[src/rtl/fpcmp_pkg.sv]
package fpcmp_pkg;

    typedef enum logic [1:0] {
        OP_MAX     = 2'd0,
        OP_MIN     = 2'd1,
        OP_CMP     = 2'd2,
        OP_CMP_ALT = 2'd3
    } op_e;

    typedef enum logic [2:0] {
        PR_EQ   = 3'd0,
        PR_LT   = 3'd1,
        PR_LE   = 3'd2,
        PR_UNO  = 3'd3,
        PR_NEQ  = 3'd4,
        PR_NLT  = 3'd5,
        PR_NLE  = 3'd6,
        PR_ORD  = 3'd7
    } pred_e;

endpackage

[src/rtl/fpcmp_order.sv]
module fpcmp_order #(
    parameter int ELEM_W = 32,
    parameter int EXP_W  = 8
) (
    input  logic [ELEM_W-1:0] a,
    input  logic [ELEM_W-1:0] b,
    output logic              unord,
    output logic              lt,
    output logic              eq,
    output logic              both_zero
);
    localparam int MAN_W = ELEM_W - 1 - EXP_W;
    localparam int SGN   = ELEM_W - 1;

    logic a_nan, b_nan;
    logic a_sgn, b_sgn;
    logic [ELEM_W-2:0] a_mag, b_mag;
    logic raw_lt, raw_eq;

    always_comb begin
        a_sgn = a[SGN];
        b_sgn = b[SGN];
        a_mag = a[ELEM_W-2:0];
        b_mag = b[ELEM_W-2:0];
        a_nan = (&a[ELEM_W-2:MAN_W]) && (|a[MAN_W-1:0]);
        b_nan = (&b[ELEM_W-2:MAN_W]) && (|b[MAN_W-1:0]);
        both_zero = (a_mag == '0) && (b_mag == '0);
        unord = a_nan || b_nan;

        if (both_zero) begin
            raw_lt = 1'b0;
            raw_eq = 1'b1;
        end else if (a_sgn != b_sgn) begin
            raw_lt = a_sgn;
            raw_eq = 1'b0;
        end else begin
            raw_eq = (a_mag == b_mag);
            raw_lt = a_sgn ? (a_mag > b_mag) : (a_mag < b_mag);
        end

        lt = raw_lt && !unord;
        eq = raw_eq && !unord;
    end

    // an unordered pair is neither less-than nor equal
    always_comb begin
        assert_unord_excl_R6: assert (!(unord && (lt || eq)));
        assert_lt_eq_excl_R5: assert (!(lt && eq));
    end

endmodule

[src/rtl/fpcmp_lane.sv]
module fpcmp_lane
    import fpcmp_pkg::*;
#(
    parameter int ELEM_W = 32,
    parameter int EXP_W  = 8
) (
    input  logic [ELEM_W-1:0] a,
    input  logic [ELEM_W-1:0] b,
    input  op_e               op,
    input  pred_e             pred,
    output logic [ELEM_W-1:0] res
);
    logic unord, lt, eq, both_zero;
    logic hit;
    logic pick_b;

    fpcmp_order #(.ELEM_W(ELEM_W), .EXP_W(EXP_W)) u_order (
        .a         (a),
        .b         (b),
        .unord     (unord),
        .lt        (lt),
        .eq        (eq),
        .both_zero (both_zero)
    );

    always_comb begin
        unique case (pred)
            PR_EQ:  hit = eq;
            PR_LT:  hit = lt;
            PR_LE:  hit = lt || eq;
            PR_UNO: hit = unord;
            PR_NEQ: hit = !eq;
            PR_NLT: hit = !lt;
            PR_NLE: hit = !(lt || eq);
            PR_ORD: hit = !unord;
            default: hit = 1'b0;
        endcase
    end

    always_comb begin
        pick_b = 1'b1;
        res    = b;
        unique case (op)
            OP_MAX: begin
                pick_b = unord || both_zero || !(!lt && !eq);
                res    = pick_b ? b : a;
            end
            OP_MIN: begin
                pick_b = unord || both_zero || !lt;
                res    = pick_b ? b : a;
            end
            OP_CMP, OP_CMP_ALT: begin
                res = {ELEM_W{hit}};
            end
            default: res = b;
        endcase
    end

    // max and min always return one of the two inputs
    always_comb begin
        if (op == OP_MAX || op == OP_MIN)
            assert_minmax_member_R7: assert (res == a || res == b);
    end

endmodule

[src/rtl/fp_lane_cmp_unit.sv]
module fp_lane_cmp_unit
    import fpcmp_pkg::*;
#(
    parameter int LANES  = 4,
    parameter int ELEM_W = 32,
    parameter int EXP_W  = 8
) (
    input  logic                    clk,
    input  logic                    rst_n,
    input  logic                    in_valid,
    input  logic [1:0]              op_sel,
    input  logic [2:0]              pred,
    input  logic                    scalar_mode,
    input  logic [LANES*ELEM_W-1:0] src_a,
    input  logic [LANES*ELEM_W-1:0] src_b,
    output logic                    out_valid,
    output logic [LANES*ELEM_W-1:0] out_data
);
    localparam int DW = LANES * ELEM_W;

    op_e   op_q;
    pred_e pred_q;
    logic [DW-1:0] lane_res;
    logic [DW-1:0] next_data;

    assign op_q   = op_e'(op_sel);
    assign pred_q = pred_e'(pred);

    for (genvar i = 0; i < LANES; i++) begin : g_lane
        fpcmp_lane #(.ELEM_W(ELEM_W), .EXP_W(EXP_W)) u_lane (
            .a    (src_a[i*ELEM_W +: ELEM_W]),
            .b    (src_b[i*ELEM_W +: ELEM_W]),
            .op   (op_q),
            .pred (pred_q),
            .res  (lane_res[i*ELEM_W +: ELEM_W])
        );

        if (i == 0) begin : g_low
            assign next_data[ELEM_W-1:0] = lane_res[ELEM_W-1:0];
        end else begin : g_high
            assign next_data[i*ELEM_W +: ELEM_W] = scalar_mode ?
                src_a[i*ELEM_W +: ELEM_W] : lane_res[i*ELEM_W +: ELEM_W];
        end

        // a compare produces an all-ones or all-zeros lane
        assert_cmp_mask_R4: assert property (@(posedge clk) disable iff (!rst_n)
            (in_valid && op_sel[1] && (!scalar_mode || i == 0)) |=>
            (out_data[i*ELEM_W +: ELEM_W] == '0 || out_data[i*ELEM_W +: ELEM_W] == '1));
    end

    always_ff @(posedge clk) begin
        if (!rst_n) begin
            out_valid <= 1'b0;
            out_data  <= '0;
        end else begin
            out_valid <= in_valid;
            if (in_valid) out_data <= next_data;
        end
    end

    // one-cycle valid latency and hold when idle
    assert_valid_lat_R9: assert property (@(posedge clk) disable iff (!rst_n)
        in_valid |=> out_valid);
    assert_valid_idle_R9: assert property (@(posedge clk) disable iff (!rst_n)
        !in_valid |=> !out_valid);
    assert_hold_R9: assert property (@(posedge clk) disable iff (!rst_n)
        (!in_valid && $past(rst_n)) |=> $stable(out_data));

    // scalar mode copies the upper lanes of A
    assert_scalar_pass_R2: assert property (@(posedge clk) disable iff (!rst_n)
        (in_valid && scalar_mode) |=> out_data[DW-1:ELEM_W] == $past(src_a[DW-1:ELEM_W]));

endmodule

[config.mk]
export PLATFORM = sky130hd
export DESIGN_NAME = fp_lane_cmp_unit
export DESIGN_NICKNAME = d
export VERILOG_FILES = /design/src/rtl/fpcmp_pkg.sv /design/src/rtl/fpcmp_order.sv /design/src/rtl/fpcmp_lane.sv /design/src/rtl/fp_lane_cmp_unit.sv
export SDC_FILE = /design/constraint.sdc
export NUM_CORES = 1
export LEC_CHECK = 0
export ABC_CLOCK_PERIOD_IN_PS = 3370
export BUFFER_PORTS_ARGS = -buffer_cell sky130_fd_sc_hd__buf_2
export CORE_MARGIN = 1
export CORE_UTILIZATION = 45
export CTS_BUF_LIST = sky130_fd_sc_hd__clkbuf_4
export CTS_CLUSTER_SIZE = 10
export DETAILED_ROUTE_END_ITERATION = 8
export GPL_ROUTABILITY_DRIVEN = 1
export GPL_TIMING_DRIVEN = 0
export PLACE_DENSITY = 0.71
export SLEW_MARGIN = 20
export SYNTH_ARGS = -nofsm -noshare
export SYNTH_HDL_FRONTEND = slang
export SYNTH_SLANG_ARGS = --single-unit
export TNS_END_PERCENT = 20
[constraint.sdc]
create_clock -name clk -period 3.37 [get_ports clk]
set_input_delay 0.1685 -clock clk [delete_from_list [all_inputs] [get_ports clk]]
set_output_delay 0.1685 -clock clk [all_outputs]
set_load 0.1 [all_outputs]
==> impl_metrics.csv, run 1 <==
group,metric,value,unit
clock_tree,cts-root-buf,"clkbuf_4",
power_and_ir_drop,p_leak,7.360,nW
sta,setup_viol,1,
run_status,violations,"setup timing",
clock_tree,cts_setup_buffers,0,
worst_hold_path,holdPathEnd,"out_data[106]$_SDFFE_PN0P_",
run_status,outcome,"finished with violations",
clock_tree,cts_tree,"yes",
grt,grt_pass1_wl,75980,um
worst_hold_path,min_path_cells,4,
sta,relSlewSlack,40.91,%
place,placement.io_buffers,393,
place,placed_cell_area,13880,um2
logic_synthesis,ys.flop_type,"dfxtp_1",
final_layout,final-seq-area,2582,um2
final_layout,multi_input_area,8001,um2
logic_synthesis,seq_area_frac_synth,22.45,%
clock_tree,cts_sinks,129,
drt,drt-total-wl,48020,um
place,gp_congestion,0.9215,
clock_tree,htreeDepth,4,
power_and_ir_drop,p_total,6.041,mW
sta,rsz0062_at_grt,"true",
power_and_ir_drop,swShare,48.90,%
worst_hold_path,hold_start,"src_b[106]",
final_layout,layout.cells.non_filler,2513,
worst_setup_path,crit_fanout,5,
logic_synthesis,synthXorXnorAreaFrac,0.3045,%
sta,min_period,3.409,ns
logic_synthesis,synthArstFlopShare,0,%
sta,fin_skew,0,ns
final_layout,n_fill_cell,2279,
drt,drtIter0Drc,1493,
power_and_ir_drop,switchingPower,2.954,mW
final_layout,stdcell_area,16140,um2
final_layout,synthToLayoutAreaGrowth,40.31,%
sta,final_hold_viol_count,0,
sta,worstMarginPinSlew,0.8836,ns
place,hpwl,35050,um
worst_setup_path,worst_ep_arrival_time,3.95,ns
place,dpl.cell_count,2287,
grt,grt_pass1_vias,14890,
sta,finalMaxSlewViolations,0,
grt,grt_overflow,0,
logic_synthesis,ys_ff_latch,129,
floorplan,design.die.area,26210,um2
logic_synthesis,syn_area,11500,um2
logic_synthesis,syn_avg_cell_area,7.355,um2
worst_setup_path,start_kind,"input pin",
power_and_ir_drop,ir_worst_vdd,0.3256,mV
worst_setup_path,r2r-start,"out_data[81]$_SDFFE_PN0P_",
run,drv_cap,0,
power_and_ir_drop,internal_power,3.087,mW
power_and_ir_drop,p_comb_share,49.1,%
logic_synthesis,muxShareOfSynthArea,0.4459,%
logic_synthesis,synth_simple_gate_area_share,21.08,%
logic_synthesis,synth_compound_area_share,33.86,%
worst_setup_path,r2r_end,"out_data[81]$_SDFFE_PN0P_",
worst_setup_path,critPathKind,"in -> reg",
final_layout,final_nets,2549,
clock_tree,cts_made_buffers,17,
drt,drtPass1Iterations,8,
logic_synthesis,synth.net_count,1953,
logic_synthesis,yosys.area_share.adder,13.49,%
drt,via_per_inst,6.180,
floorplan,die_w,161.9,um
grt,antenna_found_initial,7,
logic_synthesis,synth_top_family_by_area,"compound AO/OA/AOI/OAI gates",
sta,fin_crit_sh,101.2,%
logic_synthesis,post_synth_num_cell_types,68,
drt,vias,15530,
worst_setup_path,r2r_setup_slack,2.24,ns
clock_tree,clockBufferDepth,2,
floorplan,start_util,45.81,%
sta,final.setup.worst_slack,-0.03900,ns
final_layout,final_util,64.28,%
sta,timing.setup.tns,-0.03900,ns
floorplan,ioPinCount,394,
drt,postRouteAntennaNets,0,
logic_synthesis,synthCells,1564,
final_layout,drive_gt1_share,22.04,%
worst_setup_path,cp_data_required_time,3.91,ns
grt,grt_max_degree,17,
grt,grtUsageTotal,35.77,%
sta,hold_slack,0.03062,ns
clock_tree,clock_latency,0.57,ns
power_and_ir_drop,clkPwrFrac,21.5,%
sta,fmax,293.3,MHz
drt,wl_per_cell,19.11,um
worst_setup_path,crit_path_end_kind,"flop",
clock_tree,clk_pin_slew_worst_paths,0.15,ns
power_and_ir_drop,power_density,374.3,nW/um2
floorplan,core_area,25110,um2
logic_synthesis,ys_warn_count,0,
worst_hold_path,hp-class,"in -> reg",
logic_synthesis,synth-edff-count,0,
floorplan,die_y,161.9,um
place,pre_cts_ws,-0.2900,ns
power_and_ir_drop,seq_power_share,29.4,%
floorplan,rows,58,
drt,drc,0,
worst_setup_path,reg2reg_depth,3,
-- flip-flops by register name, indices dropped and copies added (netlist names) --
| signal | flops |
|---|---|
| out_data | 128 |
| out_valid | 1 |
-- timing repair --
item | in CTS | in global routing
hold buffers | 184 | 0
endpoints found under the hold margin | 115 | 0
setup endpoints to repair | 0 | 92
gates resized for setup | 0 | 35
-- area by class of cell --
class | count | area share (%)
antenna | 10 | 0.1550
tap | 330 | 2.558
clock inverter | 13 | 1.163
multi-input combinational | 1191 | 49.57
clock buffer | 19 | 0.8837
buffer | 107 | 2.884
sequential | 129 | 16.00
inverter | 137 | 3.186
timing repair buffer | 577 | 23.60
-- layer usage --
metal	global-route usage, %	vias to the layer above	wire length, um
met3	5.822	185	3987
met1	44.68	7212	19920
met2	59.77	946	22010
met5	0	-	0
met4	17.07	0	2092
li1	-	7187	-
-- power by group through the flow --
| stage | Combinational [mW] | Clock [mW] | Sequential (mW) |
|---|---|---|---|
| 3_3_place_gp | 2.70 | 0 | 1.80 |
| 4_1_cts | 2.91 | 1.31 | 1.77 |
| 2_1_floorplan | 0.852 | 0 | 2.94 |
| 3_5_place_dp | 2.73 | 0 | 1.80 |
| 5_1_grt | 3.14 | 1.39 | 1.79 |
| 6_report | 2.96 | 1.30 | 1.78 |
-- cell usage after synthesis (8+ instances only) --
cell type	number	area [um2]
nor4_1	60	375.4
nand3_1	56	280.3
nor2_1	41	153.9
nand2b_1	8	50.05
a31oi_1	36	225.2
a211oi_1	39	292.8
and3_1	11	68.82
o211ai_1	34	255.2
a22oi_1	31	232.7
nand2_1	146	548.0
inv_1	137	514.2
o21ai_1	34	170.2
clkbuf_1	84	315.3
a32oi_1	32	280.3
and4_1	38	332.8
nor3_1	18	90.09
o21ai_0	184	920.9
a21oi_1	92	460.4
o21a_1	9	67.56
a211o_1	62	543.0
nand4_1	50	312.8
dfxtp_1	129	2582
ha_1	124	1551
buf_2	17	85.08
-- worst max-delay path by stage --
stage                                           end  slack, ns  startpoint  cells after the start
after floorplan           out_data[10]$_SDFFE_PN0P_       0.68   src_b[25]                     12
after global placement    out_data[12]$_SDFFE_PN0P_      -0.20   src_b[25]                     13
after detailed placement  out_data[20]$_SDFFE_PN0P_      -0.29   src_b[25]                     13
after CTS                 out_data[35]$_SDFFE_PN0P_      0.006   src_a[61]                     13
after global routing      out_data[81]$_SDFFE_PN0P_      -0.12   src_a[66]                     14
final                     out_data[81]$_SDFFE_PN0P_      -0.04   src_b[68]                     15
-- critical path, stage by stage --
cell and delay [ns]:
dlygate4sd3_1 0.56, buf_2 0.15, inv_1 0.05, ha_1 0.29, a211oi_1 0.21, nor2_1 0.08, o31a_1 0.27, o21ai_0 0.29
a21boi_0 0.16, o31ai_1 0.29, mux2_2 0.36, and3_1 0.14, clkbuf_1 0.17, o211ai_1 0.19, dlygate4sd3_1 0.56
-- placed cells by master, fill, tap and decap left out, types with 8 or more instances in the layout --
cell           netlist  routed
a211o_1             62      62
a211oi_1            39      39
a21oi_1             92      90
a22oi_1             31      31
a31oi_1             36      36
a32oi_1             32      32
and3_1              11      11
and4_1              38      38
buf_2               17     410
clkbuf_1            84      71
clkbuf_2             0      13
clkbuf_4             0      19
dfxtp_1            129     129
diode_2              0      10
dlygate4sd3_1        0     184
ha_1               124     124
inv_1              137     137
nand2_1            146     146
nand2b_1             8       8
nand3_1             56      56
nand4_1             50      50
nor2_1              41      41
nor3_1              18      18
nor4_1              60      59
o211ai_1            34      34
o21a_1               9       9
o21ai_0            184     184
o21ai_1             34      34
-- cells by family (layout without fill, tap and decap cells) --
group | Yosys count | in the layout
AOI/OAI and AO/OA | 604 | 604
xor gates and xnor gates | 4 | 4
adders and majority gates | 124 | 124
buffers and inverters | 244 | 853
DFF | 129 | 129
muxes | 5 | 5
other | 0 | 10
and+or+nand+nor | 454 | 454
No activity file was read; power rests on OpenSTA's default activity.
==> inputs of run 2 (changes only) <==
Settings changed: RECOVER_POWER set to 50.
==> run 2 against run 1 <==
Via count about the same. Critical path depth unchanged. Count of clock-buffer cells in the layout is the same. Largest cell class unchanged. Critical endpoint unchanged. Non-clock buffer count did not move. The run still ends with setup timing left. Cell area decreased by 0.54%. Cell count is essentially flat.
==> impl_metrics.csv, run 2 (synthesis results as in run 1) <==
group,metric,value,unit
final_layout,final_common_cell,"buf_2",
worst_setup_path,cp_top_family,"buffers and inverters",
worst_setup_path,cpMostUsedCell,"dlygate4sd3_1",
sta,finalMaxSlewViolations,0,
place,hpwl,35050,um
worst_setup_path,crit_chain,"dlygate4sd3_1, buf_2, inv_1, ha_1, a211oi_1, nor2_1, o31a_1, o21ai_0, a21boi_0, o31ai_1, mux2_2, and3_1, clkbuf_1, o211ai_1, dlygate4sd3_1",
sta,fin_crit_sh,101.5,%
floorplan,start_util,45.81,%
worst_setup_path,critPathKind,"in -> reg",
final_layout,layout_common_cells,"buf_2, o21ai_0, dlygate4sd3_1",
power_and_ir_drop,ir_worst_vdd,0.3157,mV
worst_setup_path,crit_path_end,"out_data[81]$_SDFFE_PN0P_",
drt,drc,0,
run_status,violations,"setup timing",
worst_setup_path,cpMaxStageDelayCell,"dlygate4sd3_1",
worst_setup_path,r2r_setup_slack,2.24,ns
drt,wl_per_cell,19.16,um
place,gp_congestion,0.9215,
power_and_ir_drop,p_leak,7.113,nW
final_layout,top_regs,"out_data x128, out_valid x1",
grt,grt_pass1_vias,14890,
worst_setup_path,r2r-start,"out_data[81]$_SDFFE_PN0P_",
clock_tree,clock_latency,0.57,ns
sta,rsz0062_at_grt,"true",
grt,grtUsageTotal,35.77,%
clock_tree,clockBufferDepth,2,
worst_setup_path,path_buf_inv,5,
final_layout,final_nets,2549,
final_layout,synthToLayoutAreaGrowth,39.55,%
sta,timing.setup.tns,-0.05082,ns
sta,relSlewSlack,15.45,%
sta,hold_slack,0.03199,ns
final_layout,largest_reg_flops,128,
sta,final.setup.worst_slack,-0.05082,ns
grt,antenna_found_initial,7,
worst_setup_path,crit_path_end_kind,"flop",
drt,vias,15540,
worst_setup_path,worst_ep_arrival_time,3.96,ns
worst_setup_path,crit_start,"src_b[68]",
worst_setup_path,cp_data_required_time,3.91,ns
drt,drtIter0Drc,1567,
drt,via_per_inst,6.189,
power_and_ir_drop,p_total,6.022,mW
clock_tree,cts-root-buf,"clkbuf_4",
clock_tree,cts_tree,"yes",
floorplan,design.die.area,26210,um2
final_layout,final_util,63.93,%
worst_setup_path,reg2reg_depth,3,
grt,grt_max_degree,17,
worst_setup_path,crit_fanout,5,
final_layout,regMostFlops,"out_data",
grt,grt_pass1_wl,75980,um
clock_tree,htreeDepth,4,
worst_setup_path,critPathMaxStageDelay,0.56,ns
run_status,outcome,"finished with violations",
floorplan,die_y,161.9,um
grt,grt_overflow,0,
sta,final_hold_viol_count,0,
sta,worstMarginPinSlew,1.274,ns
worst_setup_path,start_kind,"input pin",
floorplan,rows,58,
sta,fmax,292.3,MHz
drt,drt-total-wl,48120,um
clock_tree,cts_made_buffers,17,
clock_tree,cts_sinks,129,
sta,fin_skew,0,ns
floorplan,ioPinCount,394,
worst_setup_path,r2r_end,"out_data[81]$_SDFFE_PN0P_",
final_layout,drive_gt1_share,19.01,%
power_and_ir_drop,power_density,375.2,nW/um2
floorplan,core_area,25110,um2
worst_setup_path,worst-path-stages,15,
drt,drtPass1Iterations,6,
run,drv_cap,0,
drt,postRouteAntennaNets,0,
clock_tree,clk_pin_slew_worst_paths,0.15,ns
place,placement.io_buffers,393,
final_layout,n_fill_cell,2315,
clock_tree,cts_setup_buffers,0,
sta,setup_viol,1,
worst_hold_path,hp-class,"in -> reg",
floorplan,die_w,161.9,um
sta,min_period,3.421,ns
[run 2: changes by cell type in the layout (fill, tap and decap cells not counted)]
cell / previous run / this run
clkbuf_1: 71 / 137
diode_2: 10 / 8
buf_2: 410 / 344
[run 2: where the power goes]
part / leakage [nW] / internal (mW) / switching, mW
Combinational: 5.87 / 0.772 / 2.17
Sequential: 1.07 / 1.69 / 0.0933
Clock: 0.170 / 0.606 / 0.696
[run 2: timing repair]
item | 4_1_cts | 5_1_grt
hold buffers | 184 | 0
hold endpoints to repair | 115 | 0
gates resized for setup | 0 | 35
endpoints found under the setup margin | 0 | 92
[run 2: worst min-delay path by stage]
stage	startpoint	depth (start not counted)	to
after floorplan	src_a[32]	1	out_data[32]$_SDFFE_PN0P_
after global placement	src_a[33]	2	out_data[33]$_SDFFE_PN0P_
after detailed placement	src_a[32]	2	out_data[32]$_SDFFE_PN0P_
after CTS	src_b[65]	4	out_data[65]$_SDFFE_PN0P_
after global routing	src_a[83]	3	out_data[83]$_SDFFE_PN0P_
final	src_b[106]	4	out_data[106]$_SDFFE_PN0P_
[run 2: through the flow]
| stage | area (um2) | setup WS (ns) | std cells |
|---|---|---|---|
| finish | 16050 | -0.05082 | 2511 |
| global route | 16050 | -0.1229 | 2510 |
| CTS | 16060 | 0.006315 | 2503 |
| detailed placement | 13880 | -0.2900 | 2287 |
| global placement | 13880 | -0.1963 | 2287 |
| floorplan | 11500 | 0.6763 | 1564 |
[run 2: tightest hold or removal path, stage by stage]
cell and delay (ns):
buf_2 0.10, and4_1 0.17, a31oi_1 0.04, o21ai_1 0.09
[run 2: layout make-up]
cell class,count,area (um2),area share [%]
Antenna cell,8,20.02,0.1247
Buffer,107,465.4,2.899
Clock buffer,19,142.6,0.8885
Clock inverter,13,187.7,1.169
Inverter,137,514.2,3.203
Multi-Input combinational cell,1191,8001,49.84
Sequential cell,129,2582,16.09
Tap cell,330,412.9,2.572
Timing Repair Buffer,577,3726,23.21
[run 2: routing by layer]
metal,wire [um],up-vias,track usage [%],share of wire [%]
met5,0,-,0,0
met4,1974,0,17.07,4.1
met3,4006,163,5.822,8.3
met2,22190,920,59.77,46
met1,19950,7260,44.68,41
li1,-,7198,-,-
==> inputs of run 3 (changes only) <==
Settings changed: CORE_MARGIN 1 to 2.
==> run 3 against run 2 <==
Power fell by 0.72%. The run now ends clean. Non-clock buffer count fell by 23. Worst setup slack improved by 0.17 ns. Maximum frequency rose by 5.1%. Highest routed layer unchanged.
==> impl_metrics.csv, run 3 (synthesis results as in run 1) <==
group,metric,value,unit
sta,timing.setup.tns,0,ns
place,pre_cts_ws,-0.2090,ns
clock_tree,cts-root-buf,"clkbuf_4",
clock_tree,clock_latency,0.57,ns
final_layout,layout_common_cells,"buf_2, clkbuf_1, o21ai_0",
power_and_ir_drop,p_total,5.979,mW
grt,grt_pass1_vias,14460,
sta,hold_slack,0.02107,ns
place,gp_congestion,0.9370,
power_and_ir_drop,power_density,379.4,nW/um2
clock_tree,cts_made_buffers,17,
final_layout,regMostFlops,"out_data",
sta,fin_skew,0,ns
floorplan,start_util,45.81,%
worst_setup_path,critPathMaxStageDelay,0.55,ns
clock_tree,cts_sinks,129,
final_layout,largest_reg_flops,128,
worst_setup_path,start_kind,"input pin",
final_layout,final_common_cell,"buf_2",
grt,grt_max_degree,17,
final_layout,n_fill_cell,2361,
sta,final.setup.worst_slack,0.1157,ns
floorplan,rows,58,
worst_setup_path,critPathKind,"in -> reg",
floorplan,die_w,163.9,um
final_layout,drive_gt1_share,16.47,%
floorplan,ioPinCount,394,
run_status,outcome,"completed",
final_layout,final-seq-area,2582,um2
worst_setup_path,crit_path_end_kind,"flop",
floorplan,die_y,163.9,um
sta,final_hold_viol_count,0,
clock_tree,clockBufferDepth,2,
final_layout,final_nets,2526,
worst_setup_path,path_buf_inv,3,
run,drv_cap,0,
grt,antenna_found_initial,9,
sta,relSlewSlack,14.93,%
final_layout,multi_input_area,8013,um2
final_layout,synthToLayoutAreaGrowth,37.00,%
worst_setup_path,crit_fanout,10,
worst_setup_path,cp_data_required_time,3.82,ns
place,placement.io_buffers,393,
floorplan,core_area,25110,um2
worst_setup_path,cpMaxStageDelayCell,"dlygate4sd3_1",
drt,wl_per_cell,19.31,um
sta,fmax,307.3,MHz
clock_tree,htreeDepth,4,
sta,finalMaxSlewViolations,0,
drt,drtIter0Drc,1628,
drt,drtPass1Iterations,6,
grt,grt_overflow,0,
final_layout,final_util,62.77,%
worst_setup_path,cp_top_family,"simple AND/OR/NAND/NOR gates",
power_and_ir_drop,p_leak,6.804,nW
sta,fin_crit_sh,96.57,%
sta,min_period,3.254,ns
sta,setup_viol,0,
drt,via_per_inst,6.124,
worst_hold_path,hp-class,"in -> reg",
final_layout,top_regs,"out_data x128, out_valid x1",
worst_setup_path,worst_ep_arrival_time,3.71,ns
grt,grt_pass1_wl,73870,um
clock_tree,clk_pin_slew_worst_paths,0.13,ns
drt,drc,0,
drt,postRouteAntennaNets,0,
drt,drt-total-wl,48110,um
clock_tree,cts_tree,"yes",
grt,grtUsageTotal,34.15,%
floorplan,design.die.area,26860,um2
sta,worstMarginPinSlew,1.282,ns
sta,rsz0062_at_grt,"true",
power_and_ir_drop,ir_worst_vdd,0.2926,mV
worst_setup_path,crit_chain,"dlygate4sd3_1, buf_2, ha_1, nand4_1, or2_1, or3_1, a211o_1, and3_1, o21ai_1, and2_1, o22ai_1, buf_2, a211o_1",
place,hpwl,35470,um
drt,vias,15260,
==> run 3: worst register-to-register path, cell delays in order (launching register included) <==
cell     delay, ns
dfxtp_1       0.34
nand2_1       0.05
o21ai_0       0.12
a211o_1       0.26
==> run 3: repair_timing <==
item                                    CTS  global route
resized for setup                         0            36
endpoints found under the hold margin   107             0
hold buffers                            160             0
buffers inserted                          0             1
endpoints found under the setup margin    0           122
==> run 3: where the power goes <==
| part | total (mW) | internal [mW] | switching [mW] |
|---|---|---|---|
| clock | 1.30 | 0.595 | 0.706 |
| combinational | 2.90 | 0.734 | 2.16 |
| sequential | 1.78 | 1.69 | 0.0938 |
| total | 5.98 | 3.01 | 2.96 |
==> run 3: worst paths after layout <==
kind / startpoint / to / slack (ns) / depth (start not counted)
max: src_a[56] / out_data[34]$_SDFFE_PN0P_ / 0.12 / 13
min: src_b[59] / out_data[59]$_SDFFE_PN0P_ / 0.02 / 4
max reg2reg: out_data[53]$_SDFFE_PN0P_ / out_data[53]$_SDFFE_PN0P_ / 2.51 / 3
min reg2reg: out_data[127]$_SDFFE_PN0P_ / out_data[127]$_SDFFE_PN0P_ / 0.49 / 2
==> run 3: per-stage QoR <==
| stage | area [um2] | instances |
|---|---|---|
| after floorplan | 11500 | 1564 |
| after global placement | 13880 | 2287 |
| after detailed placement | 13880 | 2287 |
| after CTS | 15810 | 2479 |
| after global routing | 15750 | 2488 |
| final | 15760 | 2491 |
==> run 3: layer usage <==
metal	GRT usage (%)	part of all wire, %	up-vias
met5	0	0	-
met4	13.76	3.4	0
met3	6.995	9.0	142
met2	58.00	47	877
met1	42.19	40	7085
li1	-	-	7152
==> run 3: cell type report <==
type,instances,share of cell area [%]
Antenna cell,11,0.1747
Inverter,137,3.263
Sequential cell,129,16.39
Multi-Input combinational cell,1191,50.84
Buffer,107,2.961
Clock inverter,14,1.199
Clock buffer,18,0.8574
Timing Repair Buffer,554,21.70
Tap cell,330,2.620
